$ cat config.mk
export PLATFORM = sky130hd
export DESIGN_NAME = flcmd_decoder
export DESIGN_NICKNAME = d
export VERILOG_FILES = /design/src/rtl/flcmd_pkg.sv /design/src/rtl/flcmd_addr_class.sv /design/src/rtl/flcmd_seq.sv /design/src/rtl/flcmd_decoder.sv
export SDC_FILE = /design/constraint.sdc
export NUM_CORES = 1
export LEC_CHECK = 0
export ABC_AREA = 1
export BUFFER_PORTS_ARGS = -buffer_cell sky130_fd_sc_hd__buf_2
export CAP_MARGIN = 20
export CORE_UTILIZATION = 45
export CTS_CLUSTER_DIAMETER = 200
export DETAILED_ROUTE_END_ITERATION = 8
export PLACE_DENSITY_LB_ADDON = 0.08
export SYNTH_ARGS = -nofsm -noshare
export SYNTH_HDL_FRONTEND = slang
export SYNTH_SLANG_ARGS = --single-unit
export TNS_END_PERCENT = 30
$ cat constraint.sdc
create_clock -name clk -period 1.6 [get_ports clk]
set_clock_uncertainty 0.2 [all_clocks]
set_input_delay 0.16 -clock clk [delete_from_list [all_inputs] [get_ports clk]]
set_output_delay 0.16 -clock clk [all_outputs]
set_load 0.005 [all_outputs]
$ cat src/rtl/flcmd_pkg.sv
package flcmd_pkg;
  typedef enum logic [2:0] {
    ST_IDLE, ST_KEY1, ST_KEY2, ST_PGM, ST_ERA3, ST_ERA4, ST_ERA5
  } seq_state_t;

  localparam logic [7:0] CODE_UNLOCK_A = 8'hAA;
  localparam logic [7:0] CODE_UNLOCK_B = 8'h55;
  localparam logic [7:0] CODE_PROGRAM  = 8'hA0;
  localparam logic [7:0] CODE_ERASE    = 8'h80;
  localparam logic [7:0] CODE_IDENT    = 8'h90;
  localparam logic [7:0] CODE_CHIP     = 8'h10;
  localparam logic [7:0] CODE_SECTOR   = 8'h30;

  localparam int KEY_W = 16;
  localparam logic [KEY_W-1:0] WORD_KEY1 = 16'h5555;
  localparam logic [KEY_W-1:0] WORD_KEY2 = 16'h2AAA;
  localparam logic [KEY_W-1:0] BYTE_KEY1 = 16'hAAAA;
  localparam logic [KEY_W-1:0] BYTE_KEY2 = 16'h5555;
endpackage

$ cat src/rtl/flcmd_addr_class.sv
module flcmd_addr_class
  import flcmd_pkg::*;
#(
  parameter int ADDR_W      = 19,
  parameter int BOOT_BYTES  = 16384,
  parameter bit BOOT_AT_TOP = 1'b0
) (
  input  logic [ADDR_W-1:0] addr,
  input  logic              byte_mode,
  output logic              at_key1,
  output logic              at_key2,
  output logic              in_boot
);
  localparam longint SPAN = longint'(1) << ADDR_W;
  localparam logic [ADDR_W-1:0] BOOT_EDGE =
    BOOT_AT_TOP ? ADDR_W'(SPAN - longint'(BOOT_BYTES)) : ADDR_W'(BOOT_BYTES);

  logic [ADDR_W-1:0] byte_addr;
  logic [KEY_W-1:0]  key1, key2;

  assign key1      = byte_mode ? BYTE_KEY1 : WORD_KEY1;
  assign key2      = byte_mode ? BYTE_KEY2 : WORD_KEY2;
  assign at_key1   = (addr[KEY_W-1:0] == key1);
  assign at_key2   = (addr[KEY_W-1:0] == key2);
  assign byte_addr = byte_mode ? addr : {addr[ADDR_W-2:0], 1'b0};

  generate
    if (BOOT_AT_TOP) begin : g_top
      assign in_boot = (byte_addr >= BOOT_EDGE);
    end else begin : g_bottom
      assign in_boot = (byte_addr < BOOT_EDGE);
    end
  endgenerate
endmodule

$ cat src/rtl/flcmd_seq.sv
module flcmd_seq
  import flcmd_pkg::*;
#(
  parameter int ADDR_W = 19,
  parameter int DATA_W = 16
) (
  input  logic              clk,
  input  logic              rst_n,
  input  logic              wr_valid,
  input  logic [ADDR_W-1:0] wr_addr,
  input  logic [DATA_W-1:0] wr_data,
  input  logic              busy,
  input  logic              boot_lock,
  input  logic              at_key1,
  input  logic              at_key2,
  input  logic              in_boot,
  output logic              prog_start,
  output logic              serase_start,
  output logic              cerase_start,
  output logic [ADDR_W-1:0] op_addr,
  output logic [DATA_W-1:0] op_data,
  output logic              autosel
);
  seq_state_t state_q, state_d;
  logic [7:0] code;
  logic go_prog, go_sect, go_chip, ident_set, take;

  assign code = wr_data[7:0];
  assign take = wr_valid && !busy;

  always_comb begin
    state_d   = state_q;
    go_prog   = 1'b0;
    go_sect   = 1'b0;
    go_chip   = 1'b0;
    ident_set = 1'b0;
    if (busy) begin
      state_d = ST_IDLE;
    end else if (wr_valid) begin
      state_d = ST_IDLE;
      unique case (state_q)
        ST_IDLE: if (code == CODE_UNLOCK_A && at_key1) state_d = ST_KEY1;
        ST_KEY1: if (code == CODE_UNLOCK_B && at_key2) state_d = ST_KEY2;
        ST_KEY2: if (at_key1) begin
          if (code == CODE_PROGRAM)    state_d = ST_PGM;
          else if (code == CODE_ERASE) state_d = ST_ERA3;
          else if (code == CODE_IDENT) ident_set = 1'b1;
        end
        ST_PGM:  go_prog = !(boot_lock && in_boot);
        ST_ERA3: if (code == CODE_UNLOCK_A && at_key1) state_d = ST_ERA4;
        ST_ERA4: if (code == CODE_UNLOCK_B && at_key2) state_d = ST_ERA5;
        ST_ERA5: begin
          if (code == CODE_CHIP && at_key1) go_chip = !boot_lock;
          else if (code == CODE_SECTOR)     go_sect = !(boot_lock && in_boot);
        end
        default: state_d = ST_IDLE;
      endcase
    end
  end

  always_ff @(posedge clk) begin
    if (!rst_n) begin
      state_q      <= ST_IDLE;
      prog_start   <= 1'b0;
      serase_start <= 1'b0;
      cerase_start <= 1'b0;
      op_addr      <= '0;
      op_data      <= '0;
      autosel      <= 1'b0;
    end else begin
      state_q      <= state_d;
      prog_start   <= go_prog;
      serase_start <= go_sect;
      cerase_start <= go_chip;
      if (go_prog || go_sect || go_chip) begin
        op_addr <= wr_addr;
        op_data <= wr_data;
      end
      if (ident_set)                         autosel <= 1'b1;
      else if (take && state_d == ST_IDLE)   autosel <= 1'b0;
    end
  end
endmodule

$ cat src/rtl/flcmd_decoder.sv
module flcmd_decoder
  import flcmd_pkg::*;
#(
  parameter int ADDR_W      = 19,
  parameter int DATA_W      = 16,
  parameter int BOOT_BYTES  = 16384,
  parameter bit BOOT_AT_TOP = 1'b0
) (
  input  logic              clk,
  input  logic              rst_n,
  input  logic              wr_valid,
  input  logic [ADDR_W-1:0] wr_addr,
  input  logic [DATA_W-1:0] wr_data,
  input  logic              byte_mode,
  input  logic              busy,
  input  logic              boot_lock,
  output logic              prog_start,
  output logic              serase_start,
  output logic              cerase_start,
  output logic [ADDR_W-1:0] op_addr,
  output logic [DATA_W-1:0] op_data,
  output logic              autosel
);
  logic at_key1, at_key2, in_boot;

  flcmd_addr_class #(
    .ADDR_W(ADDR_W), .BOOT_BYTES(BOOT_BYTES), .BOOT_AT_TOP(BOOT_AT_TOP)
  ) u_class (
    .addr(wr_addr), .byte_mode(byte_mode),
    .at_key1(at_key1), .at_key2(at_key2), .in_boot(in_boot)
  );

  flcmd_seq #(.ADDR_W(ADDR_W), .DATA_W(DATA_W)) u_seq (
    .clk(clk), .rst_n(rst_n), .wr_valid(wr_valid), .wr_addr(wr_addr),
    .wr_data(wr_data), .busy(busy), .boot_lock(boot_lock),
    .at_key1(at_key1), .at_key2(at_key2), .in_boot(in_boot),
    .prog_start(prog_start), .serase_start(serase_start),
    .cerase_start(cerase_start), .op_addr(op_addr), .op_data(op_data),
    .autosel(autosel)
  );
endmodule

==> Word-level counts from Yosys, hierarchy flattened <==
Cells that the tools add are included.
{ "totals": {"reg_bits": 42, "in_bits": 41, "out_inout_bits": 39, "elab_cells": 71} }
{ "classes": {"order_cmp": 1, "eq_ne": 15, "mux": 34, "reduce_logical": 14} }
{ "ops": {"columns": ["op", "count"], "rows": [
  ["equality test 16 bit", 2],
  ["equality test 8 bit, second input constant", 4],
  ["2-to-1 mux 1 bit", 22],
  ["2-to-1 mux 3 bit", 7],
  ["< comparator 19 x 15 -> 1 bit, second input constant", 1],
  ["2-to-1 mux 19 bit", 1],
  ["2-to-1 mux 16 bit", 1],
  ["2-to-1 mux 15 bit", 1],
  ["one-hot mux 3 bit (5 select lines)", 1],
  ["equality test 3 bit, second input constant", 3],
  ["equality test 8 x 5 -> 1 bit, second input constant", 1],
  ["equality test 8 x 6 -> 1 bit, second input constant", 1],
  ["equality test 8 x 7 -> 1 bit, second input constant", 1],
  ["equality test 3 x 2 -> 1 bit, second input constant", 2],
  ["logical AND 1 bit", 6],
  ["logical NOT 3 bit", 2],
  ["equality test 3 x 1 -> 1 bit, second input constant", 1],
  ["logical NOT 1 bit", 3],
  ["logical OR 1 bit", 2],
  ["2-to-1 mux 2 bit", 1],
  ["nonzero test 2 bit", 1]
]} }

==> Longest topological paths before layout <==
Gate-level depths: netlist (run 1).
{ "depth": {"ltp_word": 11, "ltp_mapped": 16, "ltp_nobuf": 15} }

==> Modules after synthesis <==
Synthesis (run 1) repeated with hierarchy kept, for this count alone.
{ "hier_totals": {"hier_cells": 337, "hier_area_um2": 2169.6} }
{ "by_module_without_submodules": {"columns": ["mod", "instances", "cells_each", "area_per_inst_um2", "seq_area_each_um2"], "rows": [
  ["flcmd_seq", 1, 243, 1744.2, 840.8],
  ["flcmd_addr_class", 1, 94, 425.4, 0.0]
]} }

==> Worst setup path after synthesis (run 1) <==
Ideal clock, no wire load.
{ "synth_path": {"path_type": "register to register", "start": "register u_seq.state_q[1]", "end": "register u_seq.op_data[10]", "setup_ps": 116, "t_arrival_ps": 1413, "t_required_ps": 1284, "slack_ps": -128, "path_stages_with_launch": 12, "path_buffers": 2, "period_less_slack_ps": 1728, "path_cell_list": "dfxtp_1 > nand2_1 > nor3_1 > inv_1 > nor3_1 > nor2_1 > nand2_1 > buf_4 > inv_2 > buf_6 > nor2_1 > nor2_1"} }
{ "synth_between": {"elab_chain_len": 6, "elab_cells_between_ends": 13, "classes_between": "2 x eq/ne; 9 x mux; 2 x reduce/logical"} }
{ "synth_lines": {"columns": ["item", "line_no", "text"], "rows": [
  ["start, declared", "flcmd_seq.sv:24", "seq_state_t state_q, state_d;"],
  ["start signal, assigned", "flcmd_seq.sv:71", "state_q <= state_d;"],
  ["equality test 3 x 2 -> 1 bit / equality test 3 bit (equally long branches)", "flcmd_seq.sv:41", "unique case (state_q)"],
  ["2-to-1 mux 1 bit", "flcmd_seq.sv:41", null],
  ["2-to-1 mux 1 bit", "flcmd_seq.sv:39", "end else if (wr_valid) begin"],
  ["2-to-1 mux 1 bit", "flcmd_seq.sv:37", "if (busy) begin"],
  ["logical OR 1 bit", "flcmd_seq.sv:75", "if (go_prog || go_sect || go_chip) begin"],
  ["logical OR 1 bit (*)", "flcmd_seq.sv:75", null],
  ["end signal, assigned", "flcmd_seq.sv:77", "op_data <= wr_data;"],
  ["end, declared", "flcmd_seq.sv:21", "output logic [DATA_W-1:0] op_data,"]
]} }
Every way passes the cells marked *; elsewhere a longest branch is shown, timed or not.
A chain may end at the register's enable or synchronous reset.

==> Final worst setup path (run 1) <==
{ "layout_path": {"start": "register u_seq.state_q[1]", "end": "register u_seq.op_addr[14]"} }
{ "layout_between": {"elab_chain_len": 6, "elab_cells_between_ends": 13, "classes_between": "2 x eq/ne; 9 x mux; 2 x reduce/logical"} }
{ "layout_lines": {"columns": ["item", "line_no", "text"], "rows": [
  ["equality test 3 x 2 -> 1 bit / equality test 3 bit (equally long branches)", "flcmd_seq.sv:41", null],
  ["2-to-1 mux 1 bit", "flcmd_seq.sv:41", null],
  ["2-to-1 mux 1 bit", "flcmd_seq.sv:39", null],
  ["2-to-1 mux 1 bit", "flcmd_seq.sv:37", null],
  ["logical OR 1 bit", "flcmd_seq.sv:75", null],
  ["logical OR 1 bit (*)", "flcmd_seq.sv:75", null],
  ["end signal, assigned", "flcmd_seq.sv:76", "op_addr <= wr_addr;"],
  ["end, declared", "flcmd_seq.sv:20", "output logic [ADDR_W-1:0] op_addr,"]
]} }
Marked as above.

==> flow_summary_export.csv, run 1 <==
group,metric,value,unit
synth,synthSimpleGateAreaFrac,35.7,%
synth,synthArstFlopShare,0,%
synth,yosys_register_bits,42,
detailed_routing,drtIter0Drc,157,
detailed_routing,drt-total-wl,7850,um
run,cap_violations,0,
global_routing,grt_pass1_wl,11500,um
global_routing,antenna_found_initial,0,
floorplanning,num_io_pins,80,
synth,synthTopCellsByArea,"dfxtp_1, nand2_1, nor2_1",
detailed_routing,vias,2948,
synth,synth_top_area_cell,"dfxtp_1",
clocking,cts_sinks,42,
floorplanning,die_w,72.1,um
pwr,powerDensity,593,nW/um^2
worst_setup_path,required,1.62,ns
cells_and_area,drive_above_1_share,39.1,%
synth,synth_top_family_by_area,"simple AND/OR/NAND/NOR gates",
synth,synth_compound_area_share,16.2,%
detailed_routing,vias_per_cell,4.99,
outcome,violations,"setup timing",
cells_and_area,final_cell_area,3670,um^2
synth,synth_most_common_cell,"nand2_1",
sta,fin_tns_setup,-4.93,ns
placed_design,placed_area,3200,um^2
detailed_routing,wl_per_cell,13.3,um
sta,min_period_over_period,113,%
floorplanning,rows,25,
sta,finalHoldViolCount,0,
placed_design,place_ws,-0.515,ns
synth,synth_top_cell_area_share,38.0,%
synth,yosys.area_share.adder,0,%
pwr,ir_drop,553,uV
floorplanning,coreArea,4720,um^2
global_routing,grt_pass1_vias,2607,
clocking,cts_tree,"built",
worst_setup_path,startpoint_type,"register",
floorplanning,die_h,72.1,um
synth,synth_area_per_cell,6.16,um^2
synth,synthesis.nets,400,
worst_setup_path,path_class,"register to register",
sta,setup_viol,38,
placed_design,place.port_buffers,79,
synth,synthMuxAreaShare,0,%
sta,relSlewSlack,78.5,%
global_routing,overflow,0,
sta,final_max_slew_viol_count,0,
sta,max_freq,554,MHz
synth,yosys_warnings,0,
global_routing,grt_usage,28.5,%
synth,synth_edf_count,0,
floorplanning,die_area,5200,um^2
min_path,hold_class,"primary input to register",
placed_design,gp_congestion,0.905,
synth,syn_area,2210,um^2
cells_and_area,syn2layout_area_growth,66.0,%
cells_and_area,final_nets,564,
global_routing,grt_start_max_net_pins,23,
sta,max_slew.worst_pin.slew,0.322,ns
cells_and_area,n_antenna_cell,0,
synth,synth_xor_area_share,0,%
synth,synth_cell_types,19,
detailed_routing,firstDrtPassIters,5,
sta,setup_slack,-0.206,ns
synth,yosysSeqAreaShare,38.0,%
detailed_routing,drc,0,
clocking,cts_inserted_buffers,5,
synth,synth_ff_type,"dfxtp_1",
clocking,htree_levels,2,
placed_design,dp_hpwl,5330,um
clocking,cts_root_buffer,"clkbuf_8",
synth,netlist_top_cells_count,"nand2_1, nor2_1, dfxtp_1, o21ai_0, inv_1",
outcome,outcome,"complete, but fails checks",
clocking,clkSlewWorstSetupHoldPaths,0.09,ns
clocking,insertion_delay,0.30,ns
worst_setup_path,crit_fanout,8,
floorplanning,start_util,46.8,%
worst_setup_path,worstPathArrival,1.82,ns
detailed_routing,antenna_left,0,
pwr,p_leak,1.97,nW
sta,min_period,1.81,ns
synth,synthCells,359,
worst_setup_path,endpoint_kind,"register",
clocking,cts_buffer_depth,2,
sta,rsz0062_at_grt,"yes",
[routing by layer]
metal | global-route usage (%) | up-vias | share of wire [%]
met3 | 4.72 | 14 | 5.8
li1 | - | 1475 | -
met1 | 37.5 | 1353 | 42
met5 | 0 | - | 0
met4 | 9.59 | 0 | 1.7
met2 | 47.4 | 106 | 50
[sequential cells by signal (all words and copies together) (netlist names)]
register            cells
u_seq.op_addr          19
u_seq.serase_start      1
u_seq.state_q           3
u_seq.op_data          16
u_seq.prog_start        1
u_seq.autosel           1
u_seq.cerase_start      1
[worst paths after layout]
path               startpoint           endpoint  slack [ns]  depth (start not counted)
max          u_seq.state_q[1]  u_seq.op_addr[14]       -0.21                          9
min                      busy   u_seq.prog_start       0.002                          4
max reg2reg  u_seq.state_q[1]  u_seq.op_addr[14]       -0.21                          9
min reg2reg     u_seq.autosel      u_seq.autosel        0.27                          2
[power by group]
| group | switching [mW] | leakage (nW) | internal (mW) |
|---|---|---|---|
| logic | 0.217 | 1.58 | 0.209 |
| registers | 0.000620 | 0.340 | 1.04 |
| clock network | 0.400 | 0.0441 | 0.307 |
[repair_timing]
item	4_1_cts	5_1_grt
pin swaps	3	10
endpoints found under the hold margin	14	0
cloned	1	2
endpoints found under the setup margin	38	38
gates resized for setup	16	69
buffers inserted	1	2
hold buffers	12	0
[stage by stage]
step	instances	power, mW	hold slack [ns]	util, %
after floorplan	359	1.22	0.0310	-
after global placement	566	1.44	0.164	67.7
after detailed placement	566	1.45	0.179	67.7
after CTS	588	2.16	-0.00896	74.0
after global routing	591	2.25	0.0177	77.7
final	591	2.18	0.00194	77.7
[layout make-up]
cell class / count / area (um^2)
inverter: 37 / 159
timing repair buffer: 170 / 1200
clock buffer: 5 / 68.8
tap: 67 / 83.8
multi-input combinational: 267 / 1290
clock inverter: 3 / 21.3
fill: 366 / 1050
sequential: 42 / 847
[worst max-delay path: stages (launching register included)]
cell	delay, ns
dfxtp_2	0.37
nand2_2	0.07
nor3_4	0.22
inv_2	0.06
nor3_2	0.15
nor2_2	0.07
nand2_4	0.15
buf_12	0.15
o21ai_1	0.09
a21oi_1	0.19
[placed cells by master, fill, tap and decap left out, types with 2 or more instances in the layout]
cell type        n
o21ai_0         10
nor3_4           2
buf_2           78
inv_1           31
nor3_1           2
nand4_1          7
dlygate4sd3_1   12
nor3_2           2
nand2_1        103
nand3_1          8
inv_2            4
a21oi_1         23
nand3_2          2
buf_8            2
nor2_2           7
buf_12           2
clkbuf_8         5
nor2_1          52
dfxtp_1         39
buf_4           70
dfxtp_2          2
nor2_4           2
and3_1           2
nand2_2          5
o21ai_1         26
a21oi_2          2
nor4_1           2
o21ai_2          4
buf_6            4
clkbuf_16        2
[cells by family after synthesis]
group / count (synthesis)
simple gates: 197
compound gates: 70
flops: 42
buf+inv: 50
(Power assumes the default switching activity.)
==> inputs of run 2 (changes only) <==
Settings changed: CELL_PAD_IN_SITES_DETAIL_PLACEMENT set to 0, CELL_PAD_IN_SITES_GLOBAL_PLACEMENT set to 1, CORE_UTILIZATION 45 to 30.
==> flow_summary_export.csv, run 2 (synthesis gave the netlist of run 1 again) <==
group,metric,value,unit
placed_design,place_ws,-0.524,ns
cells_and_area,largestRegisters,"u_seq.op_addr x19, u_seq.op_data x16, u_seq.state_q x3",
detailed_routing,drt-total-wl,8410,um
worst_setup_path,path_buf_inv,4,
worst_setup_path,endpoint_kind,"register",
run,cap_violations,0,
sta,final_max_slew_viol_count,0,
cells_and_area,final_common_cell,"nand2_1",
floorplanning,num_io_pins,80,
cells_and_area,syn2layout_area_growth,81.4,%
clocking,clkSlewWorstSetupHoldPaths,0.10,ns
min_path,hold_class,"primary input to register",
pwr,p_int,1.62,mW
worst_setup_path,crit_path_frequent_cell,"nor2_1",
sta,finalHoldViolCount,0,
worst_setup_path,critical_path.cell_chain,"buf_6, inv_2, nand4_1, nor2_1, nor2_2, nand2_4, buf_12, clkbuf_16, o21ai_2, nor2_1",
sta,max_freq,589,MHz
detailed_routing,vias_per_cell,4.60,
sta,min_period,1.70,ns
worst_setup_path,startpoint_type,"register",
pwr,p_switching,697,uW
global_routing,grt_start_max_net_pins,38,
floorplanning,die_area,7720,um^2
pwr,ir_drop,320,uV
sta,relSlewSlack,82.6,%
outcome,outcome,"complete, but fails checks",
clocking,cts_buffer_depth,2,
worst_setup_path,critPathSlowestCell,"dfxtp_2",
detailed_routing,firstDrtPassIters,4,
outcome,violations,"setup timing",
floorplanning,die_w,87.9,um
worst_setup_path,crit_fanout,9,
cells_and_area,largest_register,"u_seq.op_addr",
cells_and_area,final_nets,581,
clocking,cts_tree,"built",
worst_setup_path,path_class,"register to register",
floorplanning,coreArea,6940,um^2
global_routing,grt_pass1_wl,11800,um
sta,max_slew.worst_pin.slew,0.258,ns
sta,whs,0.00585,ns
pwr,powerDensity,576,nW/um^2
pwr,power_frac_comb,21.1,%
sta,min_period_over_period,106,%
cells_and_area,n_antenna_cell,0,
global_routing,overflow,0,
floorplanning,rows,30,
detailed_routing,antenna_left,0,
clocking,htree_levels,2,
clocking,insertion_delay,0.31,ns
sta,rsz0062_at_grt,"yes",
floorplanning,die_h,87.9,um
detailed_routing,drtIter0Drc,133,
sta,setup_viol,38,
clocking,cts_root_buffer,"clkbuf_8",
pwr,clkPwrFrac,33.7,%
placed_design,dp_hpwl,5660,um
worst_setup_path,cp_top_family,"simple AND/OR/NAND/NOR gates",
cells_and_area,largest_register_ffs,19,
global_routing,antenna_found_initial,0,
clocking,cts_inserted_buffers,5,
pwr,p_leak,2.08,nW
cells_and_area,drive_above_1_share,44.5,%
worst_setup_path,worstPathArrival,1.72,ns
clocking,cts_sinks,42,
global_routing,grt_pass1_vias,2488,
floorplanning,start_util,31.9,%
cells_and_area,final_cell_mix,"nand2_1, buf_4, buf_2",
worst_setup_path,critPathMaxStageDelay,0.36,ns
global_routing,grt_usage,19.9,%
pwr,switching_share,30.2,%
pwr,power_frac_seq,45.2,%
detailed_routing,wl_per_cell,13.2,um
worst_setup_path,required,1.62,ns
detailed_routing,drc,0,
detailed_routing,vias,2928,
sta,setup_slack,-0.0983,ns
placed_design,gp_congestion,0.839,
placed_design,place.port_buffers,79,
==> run 2: changes by cell type in the layout (fill, tap and decap cells not counted), sizes merged <==
cell / change
dlygate4sd3: +2
buf: +10
clkbuf: +2
inv: +3
==> run 2: area by class of cell <==
type                       count  area (um^2)
multi-input combinational    267         1350
inverter                      37          173
fill                         689         2930
clock buffer                   5         68.8
clock inverter                 3         27.5
tap                           96          120
timing repair buffer         184         1400
timing repair inverter         3         36.3
sequential                    42          847
==> run 2: timing repair <==
item	CTS	global route
setup buffers	1	7
gates cloned	1	8
hold buffers	14	0
pin swaps	3	22
endpoints found under the hold margin	16	0
endpoints found under the setup margin	39	39
resized for setup	28	74
==> run 2: worst paths after layout <==
kind,end,slack [ns],from,depth (start not counted)
setup / recovery,u_seq.op_addr[18],-0.1,u_seq.state_q[2],10
hold / removal,u_seq.op_data[0],0.006,wr_data[0],4
setup reg to reg,u_seq.op_addr[18],-0.1,u_seq.state_q[2],10
hold reg to reg,u_seq.autosel,0.27,u_seq.autosel,2
==> run 2: power by group through the flow <==
stage          registers (mW)  logic, mW  clock network (mW)
6_report                 1.04      0.489               0.780
4_1_cts                  1.05      0.418               0.807
5_1_grt                  1.04      0.533               0.853
3_3_place_gp             1.07      0.387                   0
3_5_place_dp             1.07      0.386                   0
2_1_floorplan            1.07      0.152                   0
==> run 2: worst min-delay path: stages <==
cell	delay, ns
buf_2	0.11
inv_1	0.06
buf_4	0.10
a21oi_1	0.05
==> run 2: per-stage QoR <==
step                utilization [%]  power [mW]  instance area (um^2)  std cells  TNS [ns]
floorplan                         -        1.22                  2250        359    -0.309
global route                   57.8        2.43                  4010        637     -4.84
CTS                            51.7        2.27                  3590        622     -4.26
finish                         57.8        2.31                  4010        637     -2.11
detailed placement             47.3        1.46                  3280        598    -18.68
global placement               47.3        1.46                  3280        598    -17.49
==> run 2: per-layer routing <==
layer	wire length (um)	GRT usage (%)	part of all wire (%)
met1	4040	27.4	48
met2	3940	32.4	47
met4	58	4.02	0.69
met5	0	0	0
met3	375	3.96	4.5
